[src/rtl/baud_tick_pkg.sv]
package baud_tick_pkg;
  localparam int unsigned BT_DATA_W   = 16;
  localparam int unsigned BT_ADDR_W   = 8;
  localparam int unsigned BT_RELOAD_W = 13;
  localparam int unsigned BT_RUN_BIT  = 15;
  localparam int unsigned BT_PSEL_BIT = 8;
  localparam int unsigned BT_FRAC_BIT = 9;
  localparam logic [7:0]  BT_CTRL_OFS   = 8'h10;
  localparam logic [7:0]  BT_RELOAD_OFS = 8'h50;

  // last prescaler count before the strobe: divide by 2 or by 3
  function automatic logic [1:0] pre_last(input logic psel);
    return psel ? 2'd2 : 2'd1;
  endfunction

  // full tick period in system clocks
  function automatic int unsigned tick_period(input logic psel,
                                              input int unsigned reload);
    return (int'(pre_last(psel)) + 1) * (reload + 1);
  endfunction
endpackage

[src/rtl/bt_regs.sv]
module bt_regs
  import baud_tick_pkg::*;
#(
  parameter int unsigned DATA_W   = BT_DATA_W,
  parameter int unsigned ADDR_W   = BT_ADDR_W,
  parameter int unsigned RELOAD_W = BT_RELOAD_W
) (
  input  logic                clk,
  input  logic                rst_n,
  input  logic                wr_en,
  input  logic [ADDR_W-1:0]   wr_addr,
  input  logic [DATA_W-1:0]   wr_data,
  output logic                run,
  output logic                psel,
  output logic [RELOAD_W-1:0] reload
);
  logic ctrl_hit, reload_hit, reload_take, frac_req;

  assign ctrl_hit    = wr_en && (wr_addr == ADDR_W'(BT_CTRL_OFS));
  assign reload_hit  = wr_en && (wr_addr == ADDR_W'(BT_RELOAD_OFS));
  assign reload_take = reload_hit && !run;
  // fractional mode is decoded only; it never reaches the datapath
  assign frac_req    = ctrl_hit && wr_data[BT_FRAC_BIT];

  wire unused_ok = ^{wr_data, frac_req};

  always_ff @(posedge clk) begin
    if (!rst_n) begin
      run    <= 1'b0;
      psel   <= 1'b0;
      reload <= '0;
    end else begin
      if (ctrl_hit) begin
        run  <= wr_data[BT_RUN_BIT];
        psel <= wr_data[BT_PSEL_BIT];
      end
      if (reload_take) reload <= wr_data[RELOAD_W-1:0];
    end
  end


  reload_locked_chk: assert property (@(posedge clk) disable iff (!rst_n)
    run |=> $stable(reload));
endmodule

[src/rtl/bt_prescaler.sv]
module bt_prescaler
  import baud_tick_pkg::*;
(
  input  logic clk,
  input  logic rst_n,
  input  logic run,
  input  logic psel,
  output logic pre_stb
);
  logic [1:0] pre_cnt;
  logic [1:0] last;

  assign last    = pre_last(psel);
  assign pre_stb = run && (pre_cnt == last);

  always_ff @(posedge clk) begin
    if (!rst_n || !run) pre_cnt <= '0;
    else if (pre_cnt == last) pre_cnt <= '0;
    else pre_cnt <= pre_cnt + 2'd1;
  end


  pre_wrap_chk: assert property (@(posedge clk) disable iff (!rst_n)
    pre_stb |=> (pre_cnt == 2'd0));

  pre_bound_chk: assert property (@(posedge clk) disable iff (!rst_n)
    pre_cnt <= 2'd2);
endmodule

[src/rtl/bt_counter.sv]
module bt_counter #(
  parameter int unsigned RELOAD_W = 13
) (
  input  logic                clk,
  input  logic                rst_n,
  input  logic                run,
  input  logic                pre_stb,
  input  logic [RELOAD_W-1:0] reload,
  output logic                zero_hit
);
  logic [RELOAD_W-1:0] cnt;

  assign zero_hit = run && pre_stb && (cnt == '0);

  always_ff @(posedge clk) begin
    if (!rst_n) cnt <= '0;
    else if (!run) cnt <= reload;
    else if (pre_stb) cnt <= (cnt == '0) ? reload : cnt - 1'b1;
  end


  count_step_chk: assert property (@(posedge clk) disable iff (!rst_n)
    (run && pre_stb && cnt != '0) |=> (!run || cnt == $past(cnt) - 1'b1));
endmodule

[src/rtl/baud_tick_gen.sv]
module baud_tick_gen
  import baud_tick_pkg::*;
#(
  parameter int unsigned DATA_W   = BT_DATA_W,
  parameter int unsigned ADDR_W   = BT_ADDR_W,
  parameter int unsigned RELOAD_W = BT_RELOAD_W
) (
  input  logic              clk,
  input  logic              rst_n,
  input  logic              wr_en,
  input  logic [ADDR_W-1:0] wr_addr,
  input  logic [DATA_W-1:0] wr_data,
  output logic              tick
);
  logic                run, psel, pre_stb, zero_hit;
  logic [RELOAD_W-1:0] reload;

  bt_regs #(.DATA_W(DATA_W), .ADDR_W(ADDR_W), .RELOAD_W(RELOAD_W)) u_regs (
    .clk(clk), .rst_n(rst_n), .wr_en(wr_en), .wr_addr(wr_addr),
    .wr_data(wr_data), .run(run), .psel(psel), .reload(reload));

  bt_prescaler u_pre (
    .clk(clk), .rst_n(rst_n), .run(run), .psel(psel), .pre_stb(pre_stb));

  bt_counter #(.RELOAD_W(RELOAD_W)) u_cnt (
    .clk(clk), .rst_n(rst_n), .run(run), .pre_stb(pre_stb),
    .reload(reload), .zero_hit(zero_hit));

  assign tick = zero_hit;


  idle_quiet_chk: assert property (@(posedge clk) disable iff (!rst_n)
    !run |-> !tick);

  tick_single_chk: assert property (@(posedge clk) disable iff (!rst_n)
    tick |=> !tick);
endmodule

[config.mk]
export PLATFORM = sky130hd
export DESIGN_NAME = baud_tick_gen
export DESIGN_NICKNAME = d
export VERILOG_FILES = /design/src/rtl/baud_tick_pkg.sv /design/src/rtl/bt_regs.sv /design/src/rtl/bt_prescaler.sv /design/src/rtl/bt_counter.sv /design/src/rtl/baud_tick_gen.sv
export SDC_FILE = /design/constraint.sdc
export NUM_CORES = 1
export LEC_CHECK = 0
export BUFFER_PORTS_ARGS = -buffer_cell sky130_fd_sc_hd__buf_4
export CORE_ASPECT_RATIO = 1.2
export CORE_MARGIN = 2
export CORE_UTILIZATION = 30
export CTS_CLUSTER_SIZE = 8
export DETAILED_ROUTE_END_ITERATION = 10
export GPL_ROUTABILITY_DRIVEN = 0
export GPL_TIMING_DRIVEN = 0
export PLACE_DENSITY = 0.48
export SYNTH_ARGS = -nofsm -noshare
export SYNTH_HDL_FRONTEND = slang
export SYNTH_HIERARCHICAL = 1
export SYNTH_SLANG_ARGS = --single-unit
[constraint.sdc]
create_clock -name clk -period 2.55 [get_ports clk]
set_input_delay 0.51 -clock clk [delete_from_list [all_inputs] [get_ports clk]]
set_output_delay 0.51 -clock clk [all_outputs]
set_load 0.1 [all_outputs]
==> metrics.csv <==
metric,value,unit
dpl.hpwl,3320,µm
dp_slack,-0.260,ns
pwr-share-seq,0.529,
drc_errors,0,
routed_wl,4510,µm
htreeDepth,2,
antenna_found_initial,0,
synthesis.nets,228,
reg2reg_to,u_cnt/cnt[3]$_SDFFE_PN0P_,
fmax,0.404,GHz
ant_nets,0,
clock_power_share,0.406,
worstMarginPinSlew,0.486,ns
p_per_area,400,mW/mm²
worstSetupStartpoint,u_cnt/cnt[4]$_SDFFE_PN0P_,
p_int,0.688,mW
crit_end,tick,
cp_slowest_stage_delay,0.54,ns
rsz0062_at_grt,false,
reg2reg_from,u_regs/psel$_SDFFE_PN0P_,
yosys_warnings,6,
synth-async-reset-ratio,0,
skew,0.00942,ns
grt_pass1_wl,7490,µm
p_comb_frac,0.064,
grt_max_degree,11,
cts_root_buffer,clkbuf_8,
synth_top_area_cell,dfxtp_1,
tritoncts,built,
die_x,73.9,µm
io_pins,28,
coreArea,0.00567,mm²
io_buffer_count,25,
critPathArrivalTime,1.96,ns
synth-edff-count,0,
hold_path_startpoint,u_pre/pre_cnt[0]$_SDFF_PP0_,
power.switching,0.198,mW
clk_pin_slew,0.06,ns
hp-class,reg -> reg,
synth.most_common_cell,nand2_1,
swShare,0.224,
ys_types,50,
areaGrowthSynthToFinish,26.3,%
grt_overflow_total,0,
start_kind,flip-flop,
clock_path_buffers,2,
cp-end-kind,output port,
path_class,reg -> out,
crit_fanout,9,
fin_nets,266,
worstPathRequired,2.04,ns
numCtsBuffers,5,
dr.pass1.iters,4,
setup_violations,0,
row_count,30,
via_per_inst,5.18,
relSlewSlack,0.671,
die_h,87.8,µm
vias,1641,
ys_ff_latch,30,
cts_sinks,30,
dr.first_iter.drc_count,80,
fin_ws,0.0776,ns
wl_per_cell,14.2,µm
drive_gt1_frac,0.266,
synth_area,0.00176,mm²
final-hold-violation-count,0,
grtUsageTotal,0.151,
post-route-util,0.391,
cts.hold.buffers_added,0,
yosysTopAreaCellShare,0.342,
clk_latency,0.28,ns
synth_area_leaders,"dfxtp_1 (34%), mux2i_1 (9.1%), nand2_1 (8.3%)",
n_antenna_cell,0,
path_cells,or3_1 > nor4_4 > and3_4 > buf_12,
fill_cells,600,
max_cap_viol_count,0,
fin_crit,2.47,ns
p_leak,0.807,nW
grt_pass1_vias,1554,
r2r_cells,8,
syn_area_per_cell,8.83,µm²
ir_drop,0.280,mV
die-area,0.00649,mm²
slowest_stage,or3_1,
ff2ff_setup_slack,0.10,ns
ys_top_cells_by_count,"nand2_1 (39), dfxtp_1 (30), mux2i_1 (16)",
synth_cells,199,
slew_violations,0,
period_share,0.970,
ys_seq_area_frac,0.342,
synth_flop_cell,dfxtp_1,
outcome,"finished, final reports clean",
initial_core_util,0.310,
[worst max-delay path: cells and delay by family (launching register included)]
family                 cells  cell delay [ns]
buffers and inverters      1             0.17
flip-flops                 1             0.38
AND/OR/NAND/NOR            3             1.14
[placed cells by master, fill, tap and decap left out, types with 2 or more instances in the layout]
master     count
o41ai_4        2
o31ai_1        2
nor4_1         4
a31oi_1        4
buf_2          3
or2b_1         2
inv_1          6
or2_2          2
mux2i_1       16
buf_4         30
or3_1          3
nor4_4         2
or4b_4         2
nor3b_1        2
or3b_1         2
a32oi_1        3
clkbuf_8       5
a211oi_1       2
nand2_1       39
or4b_1         3
o21ai_0        7
nor3_1         6
clkbuf_1       8
o2bb2ai_1      3
dfxtp_1       28
a21oi_1        4
nand3_1        4
inv_2          2
nor2_1         3
dfxtp_2        2
nand3b_1       4
or4_1          3
[flip-flops by register name (all words and copies together), names as in the netlist]
name,count
u_pre/pre_cnt,2
u_regs/run,1
u_regs/reload,13
u_regs/psel,1
u_cnt/cnt,13
[per-stage QoR]
| step | power [mW] | hold slack, ns | cell area (µm²) | instances | TNS [ns] |
|---|---|---|---|---|---|
| final | 0.887 | 0.433 | 2220 | 317 | 0 |
| after global routing | 0.923 | 0.448 | 2220 | 317 | 0 |
| after CTS | 0.896 | 0.463 | 2200 | 316 | -0.0336 |
| after detailed placement | 0.537 | 0.450 | 2050 | 304 | -1.78 |
| after global placement | 0.537 | 0.446 | 2050 | 304 | -1.78 |
| after floorplan | 0.501 | 0.432 | 1760 | 199 | 0 |
[logic make-up after synthesis]
logic type | after synthesis | share of synthesized area
AO/OA/AOI/OAI | 39 | 0.189
buffers and inverters | 19 | 0.0491
AND/OR/NAND/NOR | 92 | 0.308
adder cells (fa/ha/maj) | 2 | 0.0142
multiplexers | 17 | 0.0976
flip-flops | 30 | 0.342
[routing by layer]
layer | GRT usage | vias to the layer above | wire (µm)
met5 | 0 | - | 0
met4 | 0.0744 | 0 | 145
met3 | 0.0357 | 20 | 271
met2 | 0.254 | 59 | 2170
met1 | 0.177 | 751 | 1930
li1 | - | 811 | -
[layout make-up]
cell class / count / area, µm² / share of cell area
clock buffers: 7 / 76.3 / 0.0344
plain buffers: 11 / 57.6 / 0.0259
well taps: 80 / 100 / 0.0451
flip-flops and latches: 30 / 603 / 0.272
inverters: 8 / 30.0 / 0.0135
multi-input cells: 150 / 1110 / 0.499
repair buffers: 31 / 245 / 0.111
[timing repair]
| item | 4_1_cts | 5_1_grt |
|---|---|---|
| resized for setup | 12 | 5 |
| pin swaps | 4 | 1 |
| endpoints found under the setup margin | 9 | 6 |
| buffers inserted | 5 | 1 |
[how the worst min path moves through the flow]
stage	endpoint	slack (ns)	cells after the start
finish	u_pre/pre_cnt[0]$_SDFF_PP0_	0.43	1
global route	u_pre/pre_cnt[0]$_SDFF_PP0_	0.45	1
CTS	u_regs/reload[3]$_SDFFE_PN0P_	0.46	2
detailed placement	u_regs/reload[3]$_SDFFE_PN0P_	0.45	2
global placement	u_regs/reload[3]$_SDFFE_PN0P_	0.45	2
floorplan	u_cnt/cnt[6]$_SDFFE_PN0P_	0.43	2
[power groups by stage]
stage,clock [mW],combinational (mW),sequential [mW]
finish,0.360,0.0570,0.469
global route,0.390,0.0637,0.469
CTS,0.369,0.0575,0.469
detailed placement,0,0.0569,0.480
global placement,0,0.0570,0.480
floorplan,0,0.0212,0.480
No activity file was read; power rests on OpenSTA's default activity.
